===== src/rtl/smx_pkg.sv =====
package smx_pkg;

  typedef enum logic [2:0] {
    ST_IDLE,
    ST_MAX,
    ST_EXP,
    ST_DIV,
    ST_FIN
  } smx_state_e;

  // table entry idx of depth entries, spanning exp(-span)..exp(0), scaled by 2^frac
  function automatic int exp_code(int idx, int depth, int span, int frac);
    real arg;
    arg = -real'(span) * real'(depth - 1 - idx) / real'(depth - 1);
    return $rtoi($exp(arg) * real'(1 << frac) + 0.5);
  endfunction

endpackage


===== src/rtl/smx_score_rf.sv =====
module smx_score_rf #(
  parameter int unsigned N_CLASS = 10,
  parameter int unsigned SCORE_W = 16,
  parameter int unsigned IDX_W   = 4
) (
  input  logic                      clk_i,
  input  logic                      rst_ni,
  input  logic                      accept_i,
  input  logic                      valid_i,
  input  logic                      last_i,
  input  logic signed [SCORE_W-1:0] score_i,
  input  logic [IDX_W-1:0]          rd_idx_i,
  output logic signed [SCORE_W-1:0] rd_score_o,
  output logic                      frame_full_o
);

  localparam logic [IDX_W-1:0] LAST_IDX = IDX_W'(N_CLASS - 1);

  logic signed [SCORE_W-1:0] rf_q [N_CLASS];
  logic [IDX_W-1:0]          ptr_q;
  logic                      take;

  assign take         = accept_i && valid_i;
  assign frame_full_o = take && (ptr_q == LAST_IDX);
  assign rd_score_o   = rf_q[rd_idx_i];

  always_ff @(posedge clk_i or negedge rst_ni) begin
    if (!rst_ni) begin
      ptr_q <= '0;
      for (int i = 0; i < int'(N_CLASS); i++) rf_q[i] <= '0;
    end else if (take) begin
      rf_q[ptr_q] <= score_i;
      if (ptr_q == LAST_IDX || last_i) ptr_q <= '0;
      else                             ptr_q <= ptr_q + 1'b1;
    end
  end

  AST_PTR_RANGE: assert property (@(posedge clk_i) disable iff (!rst_ni)
    ptr_q <= LAST_IDX) else $error("write pointer out of range");

  AST_PTR_HOLD_BUSY: assert property (@(posedge clk_i) disable iff (!rst_ni)
    !accept_i |=> $stable(ptr_q)) else $error("pointer moved while busy");

endmodule


===== src/rtl/smx_exp_lut.sv =====
module smx_exp_lut #(
  parameter int unsigned SCORE_FRAC = 8,
  parameter int unsigned DEPTH      = 156,
  parameter int unsigned SPAN       = 31,
  parameter int unsigned EXP_FRAC   = 15,
  parameter int unsigned DIFF_W     = 17,
  localparam int unsigned EXP_W     = EXP_FRAC + 1
) (
  input  logic [DIFF_W-1:0] mag_i,
  output logic [EXP_W-1:0]  exp_o
);

  localparam int unsigned     IDX_W   = $clog2(DEPTH);
  localparam logic [31:0]     STEPS   = 32'(DEPTH - 1);
  localparam logic [31:0]     MAG_MAX = 32'(SPAN << SCORE_FRAC);

  logic [EXP_W-1:0] tbl [DEPTH];
  logic [31:0]      mag_c, off_c;
  logic [IDX_W-1:0] idx_c;

  for (genvar g = 0; g < int'(DEPTH); g++) begin : g_tbl
    assign tbl[g] = EXP_W'(smx_pkg::exp_code(g, int'(DEPTH), int'(SPAN), int'(EXP_FRAC)));
  end

  always_comb begin
    mag_c = (32'(mag_i) > MAG_MAX) ? MAG_MAX : 32'(mag_i);
    off_c = (mag_c * STEPS + (MAG_MAX >> 1)) / MAG_MAX;  // round to nearest step
    idx_c = IDX_W'(STEPS - off_c);
    exp_o = tbl[idx_c];
  end

endmodule


===== src/rtl/smx_seq_div.sv =====
module smx_seq_div #(
  parameter int unsigned NUM_W = 16,
  parameter int unsigned DEN_W = 19,
  parameter int unsigned Q_W   = 16
) (
  input  logic             clk_i,
  input  logic             rst_ni,
  input  logic             start_i,
  input  logic [NUM_W-1:0] num_i,
  input  logic [DEN_W-1:0] den_i,
  output logic             done_o,
  output logic [Q_W-1:0]   quot_o
);

  localparam int unsigned REM_W = DEN_W + 1;
  localparam int unsigned CNT_W = $clog2(Q_W);
  localparam logic [CNT_W-1:0] LAST_STEP = CNT_W'(Q_W - 1);

  logic [REM_W-1:0] rem_q, rem_sub;
  logic [DEN_W-1:0] den_q;
  logic [Q_W-1:0]   quot_q;
  logic [CNT_W-1:0] cnt_q;
  logic             busy_q, done_q, bit_c;

  // quotient bit weights run from 2^(Q_W-1) down to 2^0
  assign bit_c   = rem_q >= {1'b0, den_q};
  assign rem_sub = bit_c ? rem_q - {1'b0, den_q} : rem_q;

  always_ff @(posedge clk_i or negedge rst_ni) begin
    if (!rst_ni) begin
      rem_q  <= '0;
      den_q  <= '0;
      quot_q <= '0;
      cnt_q  <= '0;
      busy_q <= 1'b0;
      done_q <= 1'b0;
    end else begin
      done_q <= 1'b0;
      if (start_i) begin
        rem_q  <= REM_W'(num_i);
        den_q  <= den_i;
        quot_q <= '0;
        cnt_q  <= '0;
        busy_q <= 1'b1;
      end else if (busy_q) begin
        rem_q  <= {rem_sub[REM_W-2:0], 1'b0};
        quot_q <= {quot_q[Q_W-2:0], bit_c};
        cnt_q  <= cnt_q + 1'b1;
        if (cnt_q == LAST_STEP) begin
          busy_q <= 1'b0;
          done_q <= 1'b1;
        end
      end
    end
  end

  assign done_o = done_q;
  assign quot_o = quot_q;

  AST_DIV_START_IDLE: assert property (@(posedge clk_i) disable iff (!rst_ni)
    start_i |-> !busy_q) else $error("divider restarted while busy");

  AST_DIV_NUM_LE_DEN: assert property (@(posedge clk_i) disable iff (!rst_ni)
    start_i |-> (DEN_W'(num_i) <= den_i)) else $error("numerator above sum");

  AST_DIV_QUOT_BOUND: assert property (@(posedge clk_i) disable iff (!rst_ni)
    done_o |-> (quot_o <= Q_W'(1 << (Q_W - 1)))) else $error("probability above one");

endmodule


===== src/rtl/smx_softmax_unit.sv =====
module smx_softmax_unit #(
  parameter int unsigned N_CLASS    = 10,
  parameter int unsigned SCORE_W    = 16,
  parameter int unsigned SCORE_FRAC = 8,
  parameter int unsigned LUT_DEPTH  = 156,
  parameter int unsigned LUT_SPAN   = 31,
  parameter int unsigned PROB_FRAC  = 15,
  localparam int unsigned CLS_W     = $clog2(N_CLASS),
  localparam int unsigned PROB_W    = PROB_FRAC + 1,
  localparam int unsigned ERR_W     = PROB_W + 1
) (
  input  logic                      clk_i,
  input  logic                      rst_ni,
  input  logic                      in_valid_i,
  input  logic                      in_last_i,
  input  logic [SCORE_W-1:0]        score_i,
  input  logic [CLS_W-1:0]          label_i,
  input  logic                      train_i,
  output logic                      busy_o,
  output logic                      out_valid_o,
  output logic                      out_last_o,
  output logic [CLS_W-1:0]          out_class_o,
  output logic [PROB_W-1:0]         prob_o,
  output logic signed [ERR_W-1:0]   err_o,
  output logic [CLS_W-1:0]          pred_o,
  output logic                      done_o
);

  import smx_pkg::*;

  localparam int unsigned SUM_W  = $clog2(N_CLASS * (2 ** PROB_FRAC) + 1);
  localparam int unsigned DIFF_W = SCORE_W + 1;
  localparam logic [CLS_W-1:0]        LAST_CLS = CLS_W'(N_CLASS - 1);
  localparam logic signed [ERR_W-1:0] ONE_ERR  = ERR_W'(2 ** PROB_FRAC);

  smx_state_e state_q;
  logic [CLS_W-1:0]          idx_q, pred_q, label_q, cls_q;
  logic signed [SCORE_W-1:0] max_q, rd_score;
  logic [SUM_W-1:0]          sum_q;
  logic [PROB_W-1:0]         exp_rf_q [N_CLASS];
  logic [PROB_W-1:0]         prob_q, lut_exp, div_quot;
  logic signed [ERR_W-1:0]   err_q, prob_ext, err_c;
  logic                      train_q, start_q, out_valid_q, out_last_q, done_q;
  logic                      frame_full, div_done;
  logic signed [DIFF_W-1:0]  diff_c;

  smx_score_rf #(
    .N_CLASS (N_CLASS),
    .SCORE_W (SCORE_W),
    .IDX_W   (CLS_W)
  ) u_score_rf (
    .clk_i        (clk_i),
    .rst_ni       (rst_ni),
    .accept_i     (state_q == ST_IDLE),
    .valid_i      (in_valid_i),
    .last_i       (in_last_i),
    .score_i      (score_i),
    .rd_idx_i     (idx_q),
    .rd_score_o   (rd_score),
    .frame_full_o (frame_full)
  );

  assign diff_c = DIFF_W'(max_q) - DIFF_W'(rd_score);

  smx_exp_lut #(
    .SCORE_FRAC (SCORE_FRAC),
    .DEPTH      (LUT_DEPTH),
    .SPAN       (LUT_SPAN),
    .EXP_FRAC   (PROB_FRAC),
    .DIFF_W     (DIFF_W)
  ) u_exp_lut (
    .mag_i (diff_c),
    .exp_o (lut_exp)
  );

  smx_seq_div #(
    .NUM_W (PROB_W),
    .DEN_W (SUM_W),
    .Q_W   (PROB_W)
  ) u_div (
    .clk_i   (clk_i),
    .rst_ni  (rst_ni),
    .start_i (start_q),
    .num_i   (exp_rf_q[idx_q]),
    .den_i   (sum_q),
    .done_o  (div_done),
    .quot_o  (div_quot)
  );

  assign prob_ext = $signed({1'b0, div_quot});
  assign err_c    = !train_q ? '0 :
                    (idx_q == label_q) ? prob_ext - ONE_ERR : prob_ext;

  always_ff @(posedge clk_i or negedge rst_ni) begin
    if (!rst_ni) begin
      state_q     <= ST_IDLE;
      idx_q       <= '0;
      pred_q      <= '0;
      label_q     <= '0;
      train_q     <= 1'b0;
      max_q       <= '0;
      sum_q       <= '0;
      start_q     <= 1'b0;
      out_valid_q <= 1'b0;
      out_last_q  <= 1'b0;
      cls_q       <= '0;
      prob_q      <= '0;
      err_q       <= '0;
      done_q      <= 1'b0;
      for (int i = 0; i < int'(N_CLASS); i++) exp_rf_q[i] <= '0;
    end else begin
      start_q     <= 1'b0;
      out_valid_q <= 1'b0;
      done_q      <= 1'b0;
      unique case (state_q)
        ST_IDLE: if (frame_full) begin
          state_q <= ST_MAX;
          idx_q   <= '0;
          label_q <= label_i;
          train_q <= train_i;
        end
        ST_MAX: begin
          // strict compare keeps the lowest index on ties
          if (idx_q == '0 || rd_score > max_q) begin
            max_q  <= rd_score;
            pred_q <= idx_q;
          end
          if (idx_q == LAST_CLS) begin
            state_q <= ST_EXP;
            idx_q   <= '0;
            sum_q   <= '0;
          end else idx_q <= idx_q + 1'b1;
        end
        ST_EXP: begin
          exp_rf_q[idx_q] <= lut_exp;
          sum_q           <= sum_q + SUM_W'(lut_exp);
          if (idx_q == LAST_CLS) begin
            state_q <= ST_DIV;
            idx_q   <= '0;
            start_q <= 1'b1;
          end else idx_q <= idx_q + 1'b1;
        end
        ST_DIV: if (div_done) begin
          out_valid_q <= 1'b1;
          out_last_q  <= (idx_q == LAST_CLS);
          cls_q       <= idx_q;
          prob_q      <= div_quot;
          err_q       <= err_c;
          if (idx_q == LAST_CLS) state_q <= ST_FIN;
          else begin
            idx_q   <= idx_q + 1'b1;
            start_q <= 1'b1;
          end
        end
        ST_FIN: begin
          done_q  <= 1'b1;
          state_q <= ST_IDLE;
        end
        default: state_q <= ST_IDLE;
      endcase
    end
  end

  assign busy_o      = (state_q != ST_IDLE);
  assign out_valid_o = out_valid_q;
  assign out_last_o  = out_last_q;
  assign out_class_o = cls_q;
  assign prob_o      = prob_q;
  assign err_o       = err_q;
  assign pred_o      = pred_q;
  assign done_o      = done_q;

  AST_DONE_AFTER_LAST: assert property (@(posedge clk_i) disable iff (!rst_ni)
    out_valid_o && out_last_o |=> done_o) else $error("done not after last beat");

  AST_DONE_SINGLE: assert property (@(posedge clk_i) disable iff (!rst_ni)
    done_o |=> !done_o) else $error("done wider than one cycle");

  AST_INFER_ERR_ZERO: assert property (@(posedge clk_i) disable iff (!rst_ni)
    out_valid_o && !train_q |-> err_o == '0) else $error("inference error nonzero");

  AST_LAST_IS_TOP: assert property (@(posedge clk_i) disable iff (!rst_ni)
    out_valid_o && out_last_o |-> out_class_o == LAST_CLS) else $error("last on wrong class");

  AST_IDLE_QUIET: assert property (@(posedge clk_i) disable iff (!rst_ni)
    !busy_o |-> !out_valid_o) else $error("result beat while idle");

  AST_SUM_NONZERO: assert property (@(posedge clk_i) disable iff (!rst_ni)
    start_q |-> sum_q != '0) else $error("zero exponential sum");

endmodule


===== config.mk =====
export PLATFORM = sky130hd
export DESIGN_NAME = smx_softmax_unit
export DESIGN_NICKNAME = d
export VERILOG_FILES = /design/src/rtl/smx_pkg.sv /design/src/rtl/smx_score_rf.sv /design/src/rtl/smx_exp_lut.sv /design/src/rtl/smx_seq_div.sv /design/src/rtl/smx_softmax_unit.sv
export SDC_FILE = /design/constraint.sdc
export NUM_CORES = 1
export LEC_CHECK = 0
export ABC_CLOCK_PERIOD_IN_PS = 32299
export BUFFER_PORTS_ARGS = -buffer_cell sky130_fd_sc_hd__buf_2
export CELL_PAD_IN_SITES_DETAIL_PLACEMENT = 1
export CELL_PAD_IN_SITES_GLOBAL_PLACEMENT = 1
export CORE_MARGIN = 3
export CORE_UTILIZATION = 39
export CTS_CLUSTER_SIZE = 24
export DETAILED_ROUTE_END_ITERATION = 16
export GPL_TIMING_DRIVEN = 0
export PLACE_DENSITY_LB_ADDON = 0.2
export SYNTH_ARGS = -nofsm -noshare
export SYNTH_HDL_FRONTEND = slang
export SYNTH_SLANG_ARGS = --single-unit
export TNS_END_PERCENT = 10

===== constraint.sdc =====
create_clock -name clk_i -period 32.3 [get_ports clk_i]
set_input_delay 3.23 -clock clk_i [delete_from_list [all_inputs] [get_ports clk_i]]
set_output_delay 3.23 -clock clk_i [all_outputs]
set_load 0.01 [all_outputs]

==> results of run 1 <==
==> worst max-delay path: cells and delay by family (launching register included) <==
kind | cells | cell delay [ns]
xor gates and xnor gates | 3 | 0.94
AOI/OAI and AO/OA | 44 | 8.95
buffers and inverters | 17 | 5.31
DFF | 1 | 0.37
muxes | 2 | 1.11
adders and majority gates | 9 | 3.33
and+or+nand+nor | 15 | 3.67
==> placed cells by master (no fill, tap or decap), types with 52 or more instances in the layout <==
master,synthesis,layout
clkbuf_1,97,113
mux2_2,240,240
o21ai_0,179,179
mux2i_1,52,52
inv_1,155,155
mux4_2,64,64
buf_2,23,75
nand2_1,347,347
a21oi_1,123,123
nor2_1,135,135
dfrtp_1,477,477
ha_1,137,137
==> per-stage QoR <==
| stage | cells | hold WS (ns) | utilization | instance area (µm²) |
|---|---|---|---|---|
| floorplan | 2822 | 0.440 | - | 29200 |
| global placement | 3834 | 0.457 | 0.417 | 30700 |
| detailed placement | 3838 | 0.464 | 0.419 | 30800 |
| CTS | 3929 | 0.479 | 0.442 | 32500 |
| global route | 3929 | 0.503 | 0.442 | 32500 |
| finish | 3929 | 0.472 | 0.442 | 32500 |
==> per-layer routing <==
| layer | wire [µm] | up-vias | track usage |
|---|---|---|---|
| met3 | 2690 | 105 | 0.0268 |
| met1 | 39400 | 11400 | 0.296 |
| met5 | 0 | - | 0 |
| li1 | - | 10200 | - |
| met2 | 40100 | 332 | 0.363 |
| met4 | 1670 | 0 | 0.0439 |
==> flip-flops by register name, summed over array words and instances (netlist names), 16 cells and up <==
name / cells
exp_rf_q: 160
u_score_rf.rf_q: 160
u_div.rem_q: 20
sum_q: 19
u_div.den_q: 19
err_o: 17
max_q: 16
prob_o: 16
u_div.quot_o: 16
==> cell families after synthesis <==
logic type                 after synthesis  share of synthesized area
muxes                                  368                      0.166
adders and majority gates              188                     0.0927
other                                    2                   0.000257
xor gates and xnor gates                91                     0.0278
buffers and inverters                  343                     0.0500
AOI/OAI and AO/OA                      649                      0.147
and+or+nand+nor                        693                      0.108
DFF                                    477                      0.409
==> area by class of cell <==
cell class | count | area [µm²] | share of cell area
Multi-Input combinational cell | 2002 | 15800 | 0.487
Sequential cell | 477 | 11900 | 0.367
Clock buffer | 78 | 1480 | 0.0454
Tap cell | 959 | 1200 | 0.0369
Buffer | 183 | 851 | 0.0261
Inverter | 160 | 608 | 0.0187
Timing Repair Buffer | 57 | 385 | 0.0118
Clock inverter | 13 | 240 | 0.00738
==> cell usage after synthesis, types with 27 or more instances <==
| master | instances |
|---|---|
| buf_1 | 31 |
| ha_1 | 137 |
| dfrtp_1 | 477 |
| xnor2_1 | 50 |
| a21o_1 | 50 |
| a22oi_1 | 34 |
| fa_1 | 48 |
| o21ai_0 | 179 |
| and2_1 | 31 |
| o21ai_1 | 50 |
| mux2_2 | 240 |
| xor2_1 | 39 |
| nor2_1 | 135 |
| mux4_2 | 64 |
| mux2i_1 | 52 |
| a21oi_1 | 123 |
| clkbuf_1 | 97 |
| nand3_1 | 27 |
| buf_4 | 28 |
| inv_1 | 155 |
| nand2_1 | 347 |
==> worst max-delay path by stage <==
stage,startpoint,to,slack [ns],cells past startpoint
6_report,idx_q[0]$_DFFE_PN0P_,sum_q[18]$_DFFE_PN0P_,8.41,90
5_1_grt,idx_q[0]$_DFFE_PN0P_,sum_q[18]$_DFFE_PN0P_,6.48,90
4_1_cts,idx_q[0]$_DFFE_PN0P_,sum_q[18]$_DFFE_PN0P_,8.29,90
3_5_place_dp,idx_q[0]$_DFFE_PN0P_,sum_q[18]$_DFFE_PN0P_,8.37,90
3_3_place_gp,idx_q[0]$_DFFE_PN0P_,sum_q[18]$_DFFE_PN0P_,8.74,90
2_1_floorplan,idx_q[0]$_DFFE_PN0P_,sum_q[18]$_DFFE_PN0P_,13.28,92
==> impl_results.md, run 1 <==
* Reg2reg end: sum_q[18]$_DFFE_PN0P_
* Number of DRC markers in iteration 0 at between 1,000 and 1,500
* DR WL/cell at around 21 µm
* Worst setup SP type: register
* Post-DR vias/cell at 5.59
* # setup viols final at 0
* CTS clk-pin slew, worst paths at roughly 0.060 ns
* Worst Path Max Fanout at 12
* H-tree levels at 2
* CTS sink cnt at 477
* Vias in the first global route at 23,600
* Status: complete, no violations
* Worst Tran Pin Value at ~1.3 ns
* Cell repeated most along the worst path: a21o_1
* Fillers at approximately 8,100
* Fin crit share at 0.739
* CP peak stage delay at 1.00 ns
* Sequential share of the synthesized area at 0.409
* CTS tree: done
* GRT Total Usage at 0.214
* Synth-to-Final Area Change at 11.4%
* Initial Util at 0.397
* Arr. time, crit path at 24.36 ns
* Post-synth EDFFs at 0
* Async S/R FF share, synth at 1.00
* Min Tclk post-route at ~24 ns
* Largest net degree at the start of global routing at between 100 and 150
* RSZ-0062 raised after global routing: no
* Clock buffer depth at 3
* Pre-CTS setup slack at 8.37 ns
* Setup ws final at approximately 8.4 ns
* Nets at around 3,100
* Maxcap violations at 0
* Hold_sp: err_o[13]$_DFFE_PN0P_
* Required time of the critical path at about 33 ns
* Die height at approximately 280 µm
* WHS Path Cells at 2
* Die span in x at roughly 280 µm
* Post-synth top area share at 0.409
* Clk Latency, worst-skew pair at around 0.61 ns
* Mapped cell area at approximately 29,000 µm²
* Crit-path slowest cell: buf_1
* Setup Skew at around 0.022 ns
* Slew headroom at 0.155
* Layout cell share with drive strength beyond 1 at 0.187
* Hold WC Path Type: register to register
* Fin Setup TNS at 0 ns
* Cell count of the worst reg-to-reg path at 90
* Yosys top cell by area: dfrtp_1
* CTS Root Buffer Type: clkbuf_16
* Max Slew Vio Count at 0
* R2R Setup Slk at 8.41 ns
* Syn avg cell area at a little over 10 µm²
* # rows at ~100
* DR pass1 iterations at 5
* Core Region at between 70,000 and 80,000 µm²
* WS Path Type: register to register
* Cells after synthesis at between 2,000 and 3,000
* First-pass GRT wire length at around 130,000 µm
* Die area at a little under 80,000 µm²
* Port Buf Inserts at 53
* Routed wire length at roughly 84,000 µm
* Max Freq at ~0.042 GHz
* Worst flop-to-flop path startpoint: idx_q[0]$_DFFE_PN0P_
* Vias after detailed routing at 22,000
* Hold EP: err_o[13]$_DFFE_PN0P_
* Synth warnings at 0
* Flops & latches, synth at 477
* Total grt overflow at 0
* Post-CTS setup buffers at 0
* Num CTS Buffers at 50
* Ant. Diodes at 0
* Initial antenna violation count at 0
* I/O pins at 70
* Top cells by area, synth: dfrtp_1, mux2_2, ha_1
* Drc violations at 0
* Hold-fix buffers, CTS at 0
* Post-synthesis cell type count at ~110
* Resize count post-CTS at 0
* Fin. Hold Viols at 0
* ANT nets after route at 0
* Worst setup EP type: register
* Primary FF master, synth: dfrtp_1
* Placer Congestion at approximately 0.84
* HPWL Detailed at approximately 62,000 µm
Power of run 1 is not shown: default switching activity piles up to over one toggle a cycle in this logic, so the estimate is an artifact.
==> inputs of run 2 (changes only) <==
ABC_CLOCK_PERIOD_IN_PS = 19700   (was 32299)
clock period = 19.7 ns   (was 32.3 ns; I/O delays follow)
==> run 2 against run 1 <==
  * Final area up 2.6%
  * Fmax increased by 28%
  * Global-route usage hardly changed
  * Via count rose by 0.66%
  * Final cell count up 0.56%
  * Count of clock-buffer cells in the layout is the same
  * Sequential share of layout area is 0.93 points lower
  * Die area unchanged
  * Utilization increased by 1.2 points
  * First-iteration DRC count grew 4.3%
  * Sequential cell count stayed put
  * Critical path depth rose by 2
==> impl_results.md, run 2 (synthesized netlist as in run 1, its figures left out) <==
* Fin. Hold Viols at 0 (unchanged)
* I/O pins at 70 (unchanged)
* GRT Total Usage at 0.214 (about the same)
* Routed wl met2 at 40,600 µm (+1.0%)
* Die area at 78,200 µm² (unchanged)
* Vias after detailed routing at 22,100 (+0.66%)
* Setup Skew at 0.0242 ns (+0.00187 ns)
* Drc violations at 0 (unchanged)
* Total grt overflow at 0 (unchanged)
* Maxcap violations at 0 (unchanged)
* Ant. Diodes at 0 (unchanged)
* Cell count of the worst reg-to-reg path at 92 (+2.2%)
* Layout cell share with drive strength beyond 1 at 0.226 (+0.0391)
* Post-DP Area at 30,800 µm² (unchanged)
* Worst path depth at 92 (+2.2%)
* Hold EP: exp_rf_q[64]$_DFFE_PN0P_
* ANT nets after route at 0 (unchanged)
* # setup viols final at 0 (unchanged)
* Hold-fix buffers, CTS at 0 (unchanged)
* Synth-to-Final Area Change at 14.4%
* # rows at 99 (unchanged)
* Worst setup EP type: register
* Hold WC Path Type: register to register
* Worst Path Max Fanout at 12 (unchanged)
* Worst flop-to-flop path startpoint: idx_q[0]$_DFFE_PN0P_
* Max Slew Vio Count at 0 (unchanged)
* R2R Setup Slk at 1.07 ns (-7.34 ns)
* Fin crit share at 0.945 (+0.206)
* Worst setup SP type: register
* CTS clk-pin slew, worst paths at 0.06 ns (about the same)
* Routed wire length at 84,600 µm (+0.78%)
* Initial antenna violation count at 0 (unchanged)
* Status: complete, no violations
* Cell repeated most along the worst path: a21o_1
* Worst Tran Pin Value at 1.23 ns (-0.0392 ns)
* Met3 routed WL at 2880 µm (+6.9%)
* Delay-heaviest family, CP: compound AO/OA/AOI/OAI gates
* HPWL Detailed at 62,400 µm (unchanged)
* CTS sink cnt at 477 (unchanged)
* Die height at 280 µm (unchanged)
* Crit-path slowest cell: fa_1
* DR WL/cell at 21.4 µm (+0.21%)
* CP Buf/Inv Count at 17 (unchanged)
* Num CTS Buffers at 50 (unchanged)
* Initial Util at 0.397 (unchanged)
* Required time of the critical path at 20.18 ns (-12.59 ns)
* Nets at 3,163 (+0.70%)
* Number of DRC markers in iteration 0 at 1,224 (+4.3%)
* WHS Path Cells at 2 (unchanged)
* Largest net degree at the start of global routing at 121 (unchanged)
* Core Region at 73,600 µm² (unchanged)
* RSZ-0062 raised after global routing: yes
* CTS tree: done
* DR pass1 iterations at 5 (unchanged)
* Post-DR vias/cell at 5.60 (+0.10%)
* Commonest cells after routing, fill and taps aside: dfrtp_1, nand2_1, mux2_2
* Port Buf Inserts at 53 (unchanged)
* Hold_sp: exp_rf_q[64]$_DFFE_PN0P_
* First-pass GRT wire length at 135,000 µm (about the same)
* Most common cell after layout, fill and taps aside: dfrtp_1
* Clock buffer depth at 3 (unchanged)
* Reg2reg end: sum_q[18]$_DFFE_PN0P_
* Arr. time, crit path at 19.10 ns (-5.26 ns)
* Top flop regs: exp_rf_q x160, u_score_rf.rf_q x160, u_div.rem_q x20
* WS Path Type: register to register
* Vias in the first global route at 23,700 (+0.25%)
* Metal1 wirelength at 39,400 µm (-0.12%)
* Min Tclk post-route at 18.63 ns (-5.26 ns)
* H-tree levels at 2 (unchanged)
* Slew headroom at 0.181 (+0.0262)
* Top routing layer used: met4
* Die span in x at 280 µm (unchanged)
* CP peak stage delay at 0.54 ns (-0.46 ns)
* Clk Latency, worst-skew pair at 0.61 ns (about the same)
* Finished Cell Area at 33,400 µm² (+2.6%)
* Placer Congestion at 0.844 (unchanged)
* CTS Root Buffer Type: clkbuf_16
* Max Freq at 0.0537 GHz (+28%)
[run 2: cell types whose count changed in the layout (fill, tap and decap cells not counted), moves of 6 or more]
cell	delta
buf_6	+10
clkbuf_1	-23
buf_1	-6
a21oi_1	-7
a21oi_2	+6
buf_4	+28
[run 2: worst register-to-register path: cells and delay by family (launching register included)]
| kind | cells | cell delay, ns |
|---|---|---|
| compound gates | 43 | 8.50 |
| mux | 3 | 1.23 |
| simple gates | 16 | 2.29 |
| fa+ha+maj | 9 | 3.04 |
| buf+inv | 17 | 2.33 |
| xor+xnor | 4 | 0.69 |
| flops | 1 | 0.42 |
[run 2: through the flow]
stage	TNS, ns	hold slack (ns)	std cells	utilization	setup WS (ns)
after floorplan	0	0.440	2822	-	0.678
after global placement	-103.96	0.457	3834	0.417	-3.86
after detailed placement	-152.12	0.464	3838	0.419	-4.23
after CTS	0	0.479	3928	0.445	0.0113
after global routing	-0.223	0.503	3951	0.454	-0.141
final	0	0.471	3951	0.454	1.07
[run 2: worst max path at each step]
stage	start	end
4_1_cts	idx_q[3]$_DFFE_PN0P_	sum_q[18]$_DFFE_PN0P_
3_3_place_gp	idx_q[0]$_DFFE_PN0P_	sum_q[18]$_DFFE_PN0P_
6_report	idx_q[0]$_DFFE_PN0P_	sum_q[18]$_DFFE_PN0P_
2_1_floorplan	idx_q[0]$_DFFE_PN0P_	sum_q[18]$_DFFE_PN0P_
3_5_place_dp	idx_q[0]$_DFFE_PN0P_	sum_q[18]$_DFFE_PN0P_
5_1_grt	idx_q[0]$_DFFE_PN0P_	sum_q[18]$_DFFE_PN0P_
[run 2: timing repair]
item / 4_1_cts / 5_1_grt
pin swaps: 3 / 20
buffers inserted: 4 / 24
setup endpoints to repair: 178 / 10
gates resized for setup: 72 / 119
cloned: 0 / 0
[run 2: layer usage]
metal / vias to the layer above / GRT usage
met4: 0 / 0.0454
met3: 109 / 0.0279
li1: 10200 / -
met2: 367 / 0.364
met1: 11400 / 0.294
met5: - / 0
[run 2: cell type report]
cell class                 count  area, µm²
fill                        8080      40200
multi-input combinational   2002      16300
sequential                   477      11900
clock buffer                  78       1480
tap                          959       1200
buffer                       177       1000
inverter                     160        612
timing repair buffer          85        596
clock inverter                13        240
Power of run 2 is left out for the same reason.
